$ cat src/rtl/cfg_eeprom_loader.sv
module cfg_eeprom_loader #(
  parameter int CLK_DIV = 4,
  parameter logic [7:0] DEF_XOR = 8'h5A
) (
  input  logic       clk,
  input  logic       rst_n,
  input  logic       strap_use_rom,
  output logic       rom_cs,
  output logic       rom_sck,
  output logic       rom_mosi,
  input  logic       rom_miso,
  output logic       cfg_we,
  output logic [5:0] cfg_addr,
  output logic [7:0] cfg_wdata,
  output logic       load_done,
  input  logic       cfg_req,
  output logic       cfg_retry
);
  localparam int DW = $clog2(CLK_DIV + 1);
  localparam int CMD_BITS = 9;
  localparam int LAST_BIT = CMD_BITS + 16;

  typedef enum logic [2:0] {S_BOOT, S_GAP, S_XFER, S_WR1, S_WR2, S_DEF, S_DONE} st_t;

  st_t         st;
  logic [DW-1:0] dcnt;
  logic [4:0]  bcnt;
  logic [1:0]  gcnt;
  logic [4:0]  waddr;
  logic [5:0]  idx;
  logic [15:0] sreg;
  logic        sck_q;
  logic        tick;
  logic [8:0]  cmd;

  assign tick = (dcnt == DW'(CLK_DIV - 1));
  assign cmd  = {3'b110, 1'b0, waddr};

  always_ff @(posedge clk or negedge rst_n) begin
    if (!rst_n) begin
      st <= S_BOOT; dcnt <= '0; bcnt <= '0; gcnt <= '0;
      waddr <= '0; idx <= '0; sreg <= '0; sck_q <= 1'b0;
    end else begin
      dcnt <= tick ? '0 : dcnt + 1'b1;
      case (st)
        S_BOOT: st <= strap_use_rom ? S_GAP : S_DEF;
        S_GAP: if (tick) begin
          if (gcnt == 2'd2) begin st <= S_XFER; bcnt <= '0; gcnt <= '0; end
          else gcnt <= gcnt + 1'b1;
        end
        S_XFER: if (tick) begin
          if (!sck_q) begin
            sck_q <= 1'b1;
            if (bcnt > 5'(CMD_BITS)) sreg <= {sreg[14:0], rom_miso};
          end else begin
            sck_q <= 1'b0;
            if (bcnt == 5'(LAST_BIT)) st <= S_WR1;
            else bcnt <= bcnt + 1'b1;
          end
        end
        S_WR1: st <= S_WR2;
        S_WR2: if (waddr == 5'd31) st <= S_DONE;
               else begin waddr <= waddr + 1'b1; st <= S_GAP; end
        S_DEF: begin
          idx <= idx + 1'b1;
          if (idx == 6'd63) st <= S_DONE;
        end
        default: st <= S_DONE;
      endcase
    end
  end

  assign rom_cs    = (st == S_XFER);
  assign rom_sck   = sck_q;
  assign rom_mosi  = (st == S_XFER && bcnt < 5'(CMD_BITS)) ? cmd[4'd8 - bcnt[3:0]] : 1'b0;
  assign cfg_we    = (st == S_WR1) || (st == S_WR2) || (st == S_DEF);
  assign cfg_addr  = (st == S_DEF) ? idx : {waddr, st == S_WR2};
  assign cfg_wdata = (st == S_DEF) ? ({2'b00, idx} ^ DEF_XOR) :
                     (st == S_WR2) ? sreg[15:8] : sreg[7:0];
  assign load_done = (st == S_DONE);
  assign cfg_retry = cfg_req && !load_done;

  p_mosi_hold_r2: assert property (@(posedge clk) disable iff (!rst_n)
    (rom_sck && $past(rom_sck)) |-> $stable(rom_mosi));
  p_sck_idle_r3: assert property (@(posedge clk) disable iff (!rst_n)
    !rom_cs |-> !rom_sck);
  p_pair_r4: assert property (@(posedge clk) disable iff (!rst_n)
    (st == S_WR1) |=> (cfg_we && cfg_addr[0] && cfg_addr[5:1] == $past(cfg_addr[5:1])));
  p_def_quiet_r5: assert property (@(posedge clk) disable iff (!rst_n)
    (st == S_DEF) |-> !rom_cs);
  p_done_hold_r6: assert property (@(posedge clk) disable iff (!rst_n)
    load_done |=> load_done);
  p_done_nowrite_r6: assert property (@(posedge clk) disable iff (!rst_n)
    load_done |-> !cfg_we);
  p_no_retry_r7: assert property (@(posedge clk) disable iff (!rst_n)
    load_done |-> !cfg_retry);
endmodule

$ cat config.mk
export PLATFORM = sky130hd
export DESIGN_NAME = cfg_eeprom_loader
export DESIGN_NICKNAME = d
export VERILOG_FILES = /design/src/rtl/cfg_eeprom_loader.sv
export SDC_FILE = /design/constraint.sdc
export NUM_CORES = 1
export LEC_CHECK = 0
export ABC_AREA = 1
export BUFFER_PORTS_ARGS = -buffer_cell sky130_fd_sc_hd__buf_2
export CORE_MARGIN = 2
export CORE_UTILIZATION = 50
export CTS_CLUSTER_DIAMETER = 200
export DETAILED_ROUTE_END_ITERATION = 10
export PLACE_DENSITY = 0.7
export REMOVE_ABC_BUFFERS = 1
export SLEW_MARGIN = 20
export SYNTH_ARGS = -nofsm -noshare
export SYNTH_HDL_FRONTEND = slang
export SYNTH_SLANG_ARGS = --single-unit
$ cat constraint.sdc
create_clock -name clk -period 2.6 [get_ports clk]
set_clock_uncertainty 0.15 [all_clocks]
set_input_delay 0.52 -clock clk [delete_from_list [all_inputs] [get_ports clk]]
set_output_delay 0.52 -clock clk [all_outputs]
set_load 0.005 [all_outputs]
======== Yosys cells after proc, flatten, opt, wreduce, memory -nomap -nowiden ========
Index checks and enable logic that the tools add are counted.
storage, ports and cells
  register bits ........................... 41
  bits in latches ......................... 0
  RAM bits ................................ 0
  memory bits (read-only) ................. 0
  bits of input ports ..................... 5
  output and inout port bits .............. 20
  word-level logic and storage cells ...... 75
  memories ................................ 0
cells by class
  $add $sub $neg .......................... 6
  multiply operators ...................... 0
  divide/modulo/power cells ............... 0
  order comparisons ....................... 3
  equal/unequal tests ..................... 18
  shifts and indexed selects .............. 0
  multiplexer cells ....................... 24
  bitwise operators ....................... 3
  reductions and logical operators ........ 13
operators with widths
  kind                 number
  $mux 3               9
  $mux 5               5
  $pmux 3 s6           1
  $mux 8               2
  $reduce_and 6->1     2
  $add 5x1->5 const B  2
  $eq 5x5->1 const B   2
  $pmux 5 s2           1
  $eq 3x2->1 const B   3
  $eq 3x3->1 const B   3
  $ne 2x2->1 const B   4
  $add 6x1->6 const B  1
  $eq 6x6->1 const B   1
  $mux 6               1
  $ne 2x1->1 const B   3
  $reduce_and 2->1     3
  $gt 5x4->1 const B   1
  $lt 4x5->1 const B   1
  $lt 5x4->1 const B   1
  $bmux 1 s4           1
  $not 3->4            1
  $reduce_and 4->1     1
  $sub 4x4->4 const A  1
  $add 3x1->3 const B  1
  other kinds (11)     16

======== Longest topological paths before layout ========
  depth after elaboration ................. 5
  depth in mapped cells ................... 10
  mapped depth without buffers ............ 10

======== Worst setup path before layout ========
OpenSTA, ideal clock, no wires.
  kind .................................... register to output
  from .................................... register bcnt[0]
  to ...................................... output port rom_mosi
  data arrival time ....................... 1.376 ns
  required time ........................... 1.930 ns
  setup slack ............................. 0.554 ns
  stages on the path, launching flop included .. 8
  buffers on the path ..................... 0
  path through ............................ dfrtp_1 inv_1 ha_1 inv_1 nand3_1 o211ai_1 nand2_1 a21oi_1
between the ends
  cells in the longest elaborated chain, start to end .. 4
  elaborated cells on any way between the ends .. 6
  those cells by class .................... add/sub (1); order compare (1); mux (3); reduce/logical (1)
ends and longest elaborated chain
  what                          RTL line  RTL
  from (decl)                   27        logic [4:0] bcnt;
  from (signal assigned)        58        else bcnt <= bcnt + 1'b1;
  $sub 4x4->4                   75        assign rom_mosi = (st == S_XFER && bcnt < 5'(CMD_BITS)) ? cmd[4'd8 - bcnt[3:0]] : 1'b0;
  $bmux 1 s4                    75
  $mux 1 (implied by the code)  75
  $mux 1 (*)                    75
  to (decl)                     10        output logic rom_mosi,
Every way passes the cells marked *; elsewhere a longest branch is shown, timed or not. The select of a mux whose other input is x is not followed.

======== Final worst setup path ========
Ends and elaborated chain as after synthesis.

==> results.tsv <==
metric	value	unit
# Post-CTS Setup Buffers	0	
Die X-Extent	72.5	µm
warning count from the yosys run	0	
data arrival time of the worst path	1.76	ns
Via-to-Cell Ratio	5.23	
IO buf count	24	
critical path startpoint category	flip-flop	
final period demand of the worst path	2.43	ns
Die Y-Extent	72.5	µm
required time of the critical path	1.93	ns
element type at the critical path end	output port	
initial detailed-routing violation count	114	
Core Region	4440	µm²
first-pass GRT wire length	8770	µm
final worst setup slack	0.169	ns
cell total after placement	382	
TritonCTS clock tree	built	
leading cell types in the layout, fill and taps excluded	99 x sky130_fd_sc_hd__nand2_1, 40 x sky130_fd_sc_hd__dfrtp_1, 33 x sky130_fd_sc_hd__nor2_1	
die area	5260	µm²
number of max-cap violations	0	
Max rail drop VDD	0.000304	V
setup repair after global routing missed its margin	false	
Top-Level Pins	25	
setup violation total in the final timing report	0	
estimated wirelength of the detail-placed design	3710	µm
buffers from clock root to sink, at most	2	
number of diodes	0	
part of the cycle the worst path needs	93.5	%
number of antenna violations at the first check in global routing	0	
Cell Count, Final, Fillers Out	389	
pre-CTS WS	0.337	ns
root buffer cell	sky130_fd_sc_hd__clkbuf_8	
source-to-sink clock delay at the later pin of the worst-skew pair	0.30	ns
worst-path maximum fanout	9	
sinks on the clock net	41	
DR pass1 iterations	4	
static power due to leakage	1.41	nW
number of cells produced by synthesis	306	
RePlAce Congestion	0.881	
Hold-fix buffers, CTS	0	
Total GRT Usage	21.6	%
Synth Area per Inst	7.67	µm²
CTS H-Tree Depth	2	
crit path cell chain	inv_2 > ha_1 > inv_1 > nand3_1 > o211ai_1 > nand2_1 > a21oi_1 > buf_2	
routed vias	2036	
maximum clock frequency	0.411	GHz
power density over cell area	412	nW/µm²
crit path max-delay cell type	sky130_fd_sc_hd__dfrtp_2	
status	completed	
start-to-end type of the worst setup path	flip-flop to output port	
number of nets in the layout	350	
leading cell type in the layout, fill and taps excluded	sky130_fd_sc_hd__nand2_1	
vias in the first global route	1936	
DRC Markers	0	
final number of max-transition violations	0	
area delta synth->final	12.6	%
cells on worst reg2reg path	8	
filler instances	428	
starting density of the core	52.8	%
utilization of the core after routing	59.4	%
worst-margin pin slew	0.406	ns
flip-flop and latch count after synthesis	41	
Critical Path Max Stage Delay	0.45	ns
clock transition at the registers of the reported paths	0.08	ns
mean routed wirelength per cell	13.2	µm
row cnt	24	
fraction of layout instances using a drive strength above 1	15.7	%
number of CTS-inserted buffers	5	
total negative slack for setup checks	0	ns
maximum number of pins on one net before global-route repair	24	
Worst Hold Class	input port to async pin	
Final Hold Fails	0	
Antenna Nets Post-Route	0	
netlist area before placement	2350	µm²
overall overflow remaining after global route	0	
count of distinct cell types in the synthesized netlist	27	
Routed Wire Length	5130	µm
share of synthesized area occupied by flip-flops and latches	43.7	%
Slew Limit Headroom	72.8	%
[final cells by class]
cell class | instances | area [µm²] | share of cell area (%)
Clock buffer | 6 | 82.6 | 3.13
Clock inverter | 1 | 7.51 | 0.284
Inverter | 26 | 97.6 | 3.69
Multi-Input combinational cell | 230 | 1170 | 44.4
Sequential cell | 41 | 1030 | 38.9
Tap cell | 52 | 65.1 | 2.46
Timing Repair Buffer | 33 | 188 | 7.11
[cells in the mapped netlist]
library cell / instances / share of area (%)
sky130_fd_sc_hd__or2_2: 1 / 0.27
sky130_fd_sc_hd__o22ai_1: 1 / 0.27
sky130_fd_sc_hd__o21ai_0: 13 / 2.8
sky130_fd_sc_hd__buf_4: 1 / 0.32
sky130_fd_sc_hd__nand2_2: 1 / 0.27
sky130_fd_sc_hd__nand3_2: 1 / 0.43
sky130_fd_sc_hd__nand3_4: 2 / 1.5
sky130_fd_sc_hd__nand4_1: 18 / 4.8
sky130_fd_sc_hd__nand3_1: 24 / 5.1
sky130_fd_sc_hd__buf_2: 5 / 1.1
sky130_fd_sc_hd__inv_1: 24 / 3.8
sky130_fd_sc_hd__a21oi_1: 9 / 1.9
sky130_fd_sc_hd__xnor2_1: 3 / 1.1
sky130_fd_sc_hd__ha_1: 8 / 4.3
sky130_fd_sc_hd__nor3_4: 1 / 0.69
sky130_fd_sc_hd__o21ai_1: 1 / 0.21
sky130_fd_sc_hd__xor2_1: 8 / 3.0
sky130_fd_sc_hd__dfrtp_1: 41 / 44
sky130_fd_sc_hd__clkbuf_1: 2 / 0.32
sky130_fd_sc_hd__buf_6: 1 / 0.48
sky130_fd_sc_hd__a21boi_0: 3 / 0.96
sky130_fd_sc_hd__nor2_4: 1 / 0.48
sky130_fd_sc_hd__inv_2: 2 / 0.32
sky130_fd_sc_hd__nand2_1: 100 / 16
sky130_fd_sc_hd__nor2_2: 1 / 0.27
sky130_fd_sc_hd__o211ai_1: 1 / 0.32
sky130_fd_sc_hd__nor2_1: 33 / 5.3
[cell families after synthesis]
logic type               after synthesis  synth area share [%]
XOR/XNOR                              11                  4.11
AO/OA/AOI/OAI                         28                  6.45
flip-flops                            41                  43.7
adder cells (fa/ha/maj)                8                  4.27
buffers and inverters                 35                  6.35
AND/OR/NAND/NOR                      183                  35.1
[worst max-delay path, delay by kind of cell, from the launching register on]
family / cells / cell delay [ns]
AOI/OAI and AO/OA: 2 / 0.21
adders and majority gates: 1 / 0.32
buffers and inverters: 3 / 0.33
DFF: 1 / 0.45
and+or+nand+nor: 2 / 0.16
[flip-flops by register name (all words and copies together) (netlist names)]
signal	count
idx	6
gcnt	2
st	3
waddr	5
dcnt	3
sreg	16
bcnt	5
rom_sck	1
[metal layers]
layer	wire (µm)	vias to the layer above	global-route usage, %	share of wire (%)
li1	-	1050	-	-
met2	2370	41	33.1	46
met1	2460	936	29.5	48
met4	93	0	9.26	1.8
met3	204	9	4.86	4.0
met5	0	-	0	0
[path summary, 6_finish.rpt]
kind,to,startpoint,slack (ns)
hold / removal,rom_sck,rst_n,0.03
min in group clk,dcnt[0],dcnt[0],0.29
setup reg to reg,waddr[3],waddr[0],0.74
hold reg to reg,dcnt[0],dcnt[0],0.29
max in group asynchronous,sreg[8],rst_n,2.01
setup / recovery,rom_mosi,bcnt[0],0.17
[stage by stage]
stage               cell area, µm²  hold slack (ns)  power (mW)
floorplan                     2290           0.0744       0.651
global placement              2550            0.273       0.670
detailed placement            2550            0.282       0.670
CTS                           2640           0.0379        1.11
global route                  2640           0.0572        1.13
finish                        2640           0.0335        1.09
[report_power, final]
group / internal (mW) / switching [mW]
clock network: 0.210 / 0.222
logic: 0.00498 / 0.0144
registers: 0.637 / 0
total: 0.852 / 0.237
[timing repair]
item	4_1_cts	5_1_grt
setup endpoints to repair	0	2
endpoints found under the hold margin	0	0
resized for setup	0	3
Power figures use the tool's default switching activity.
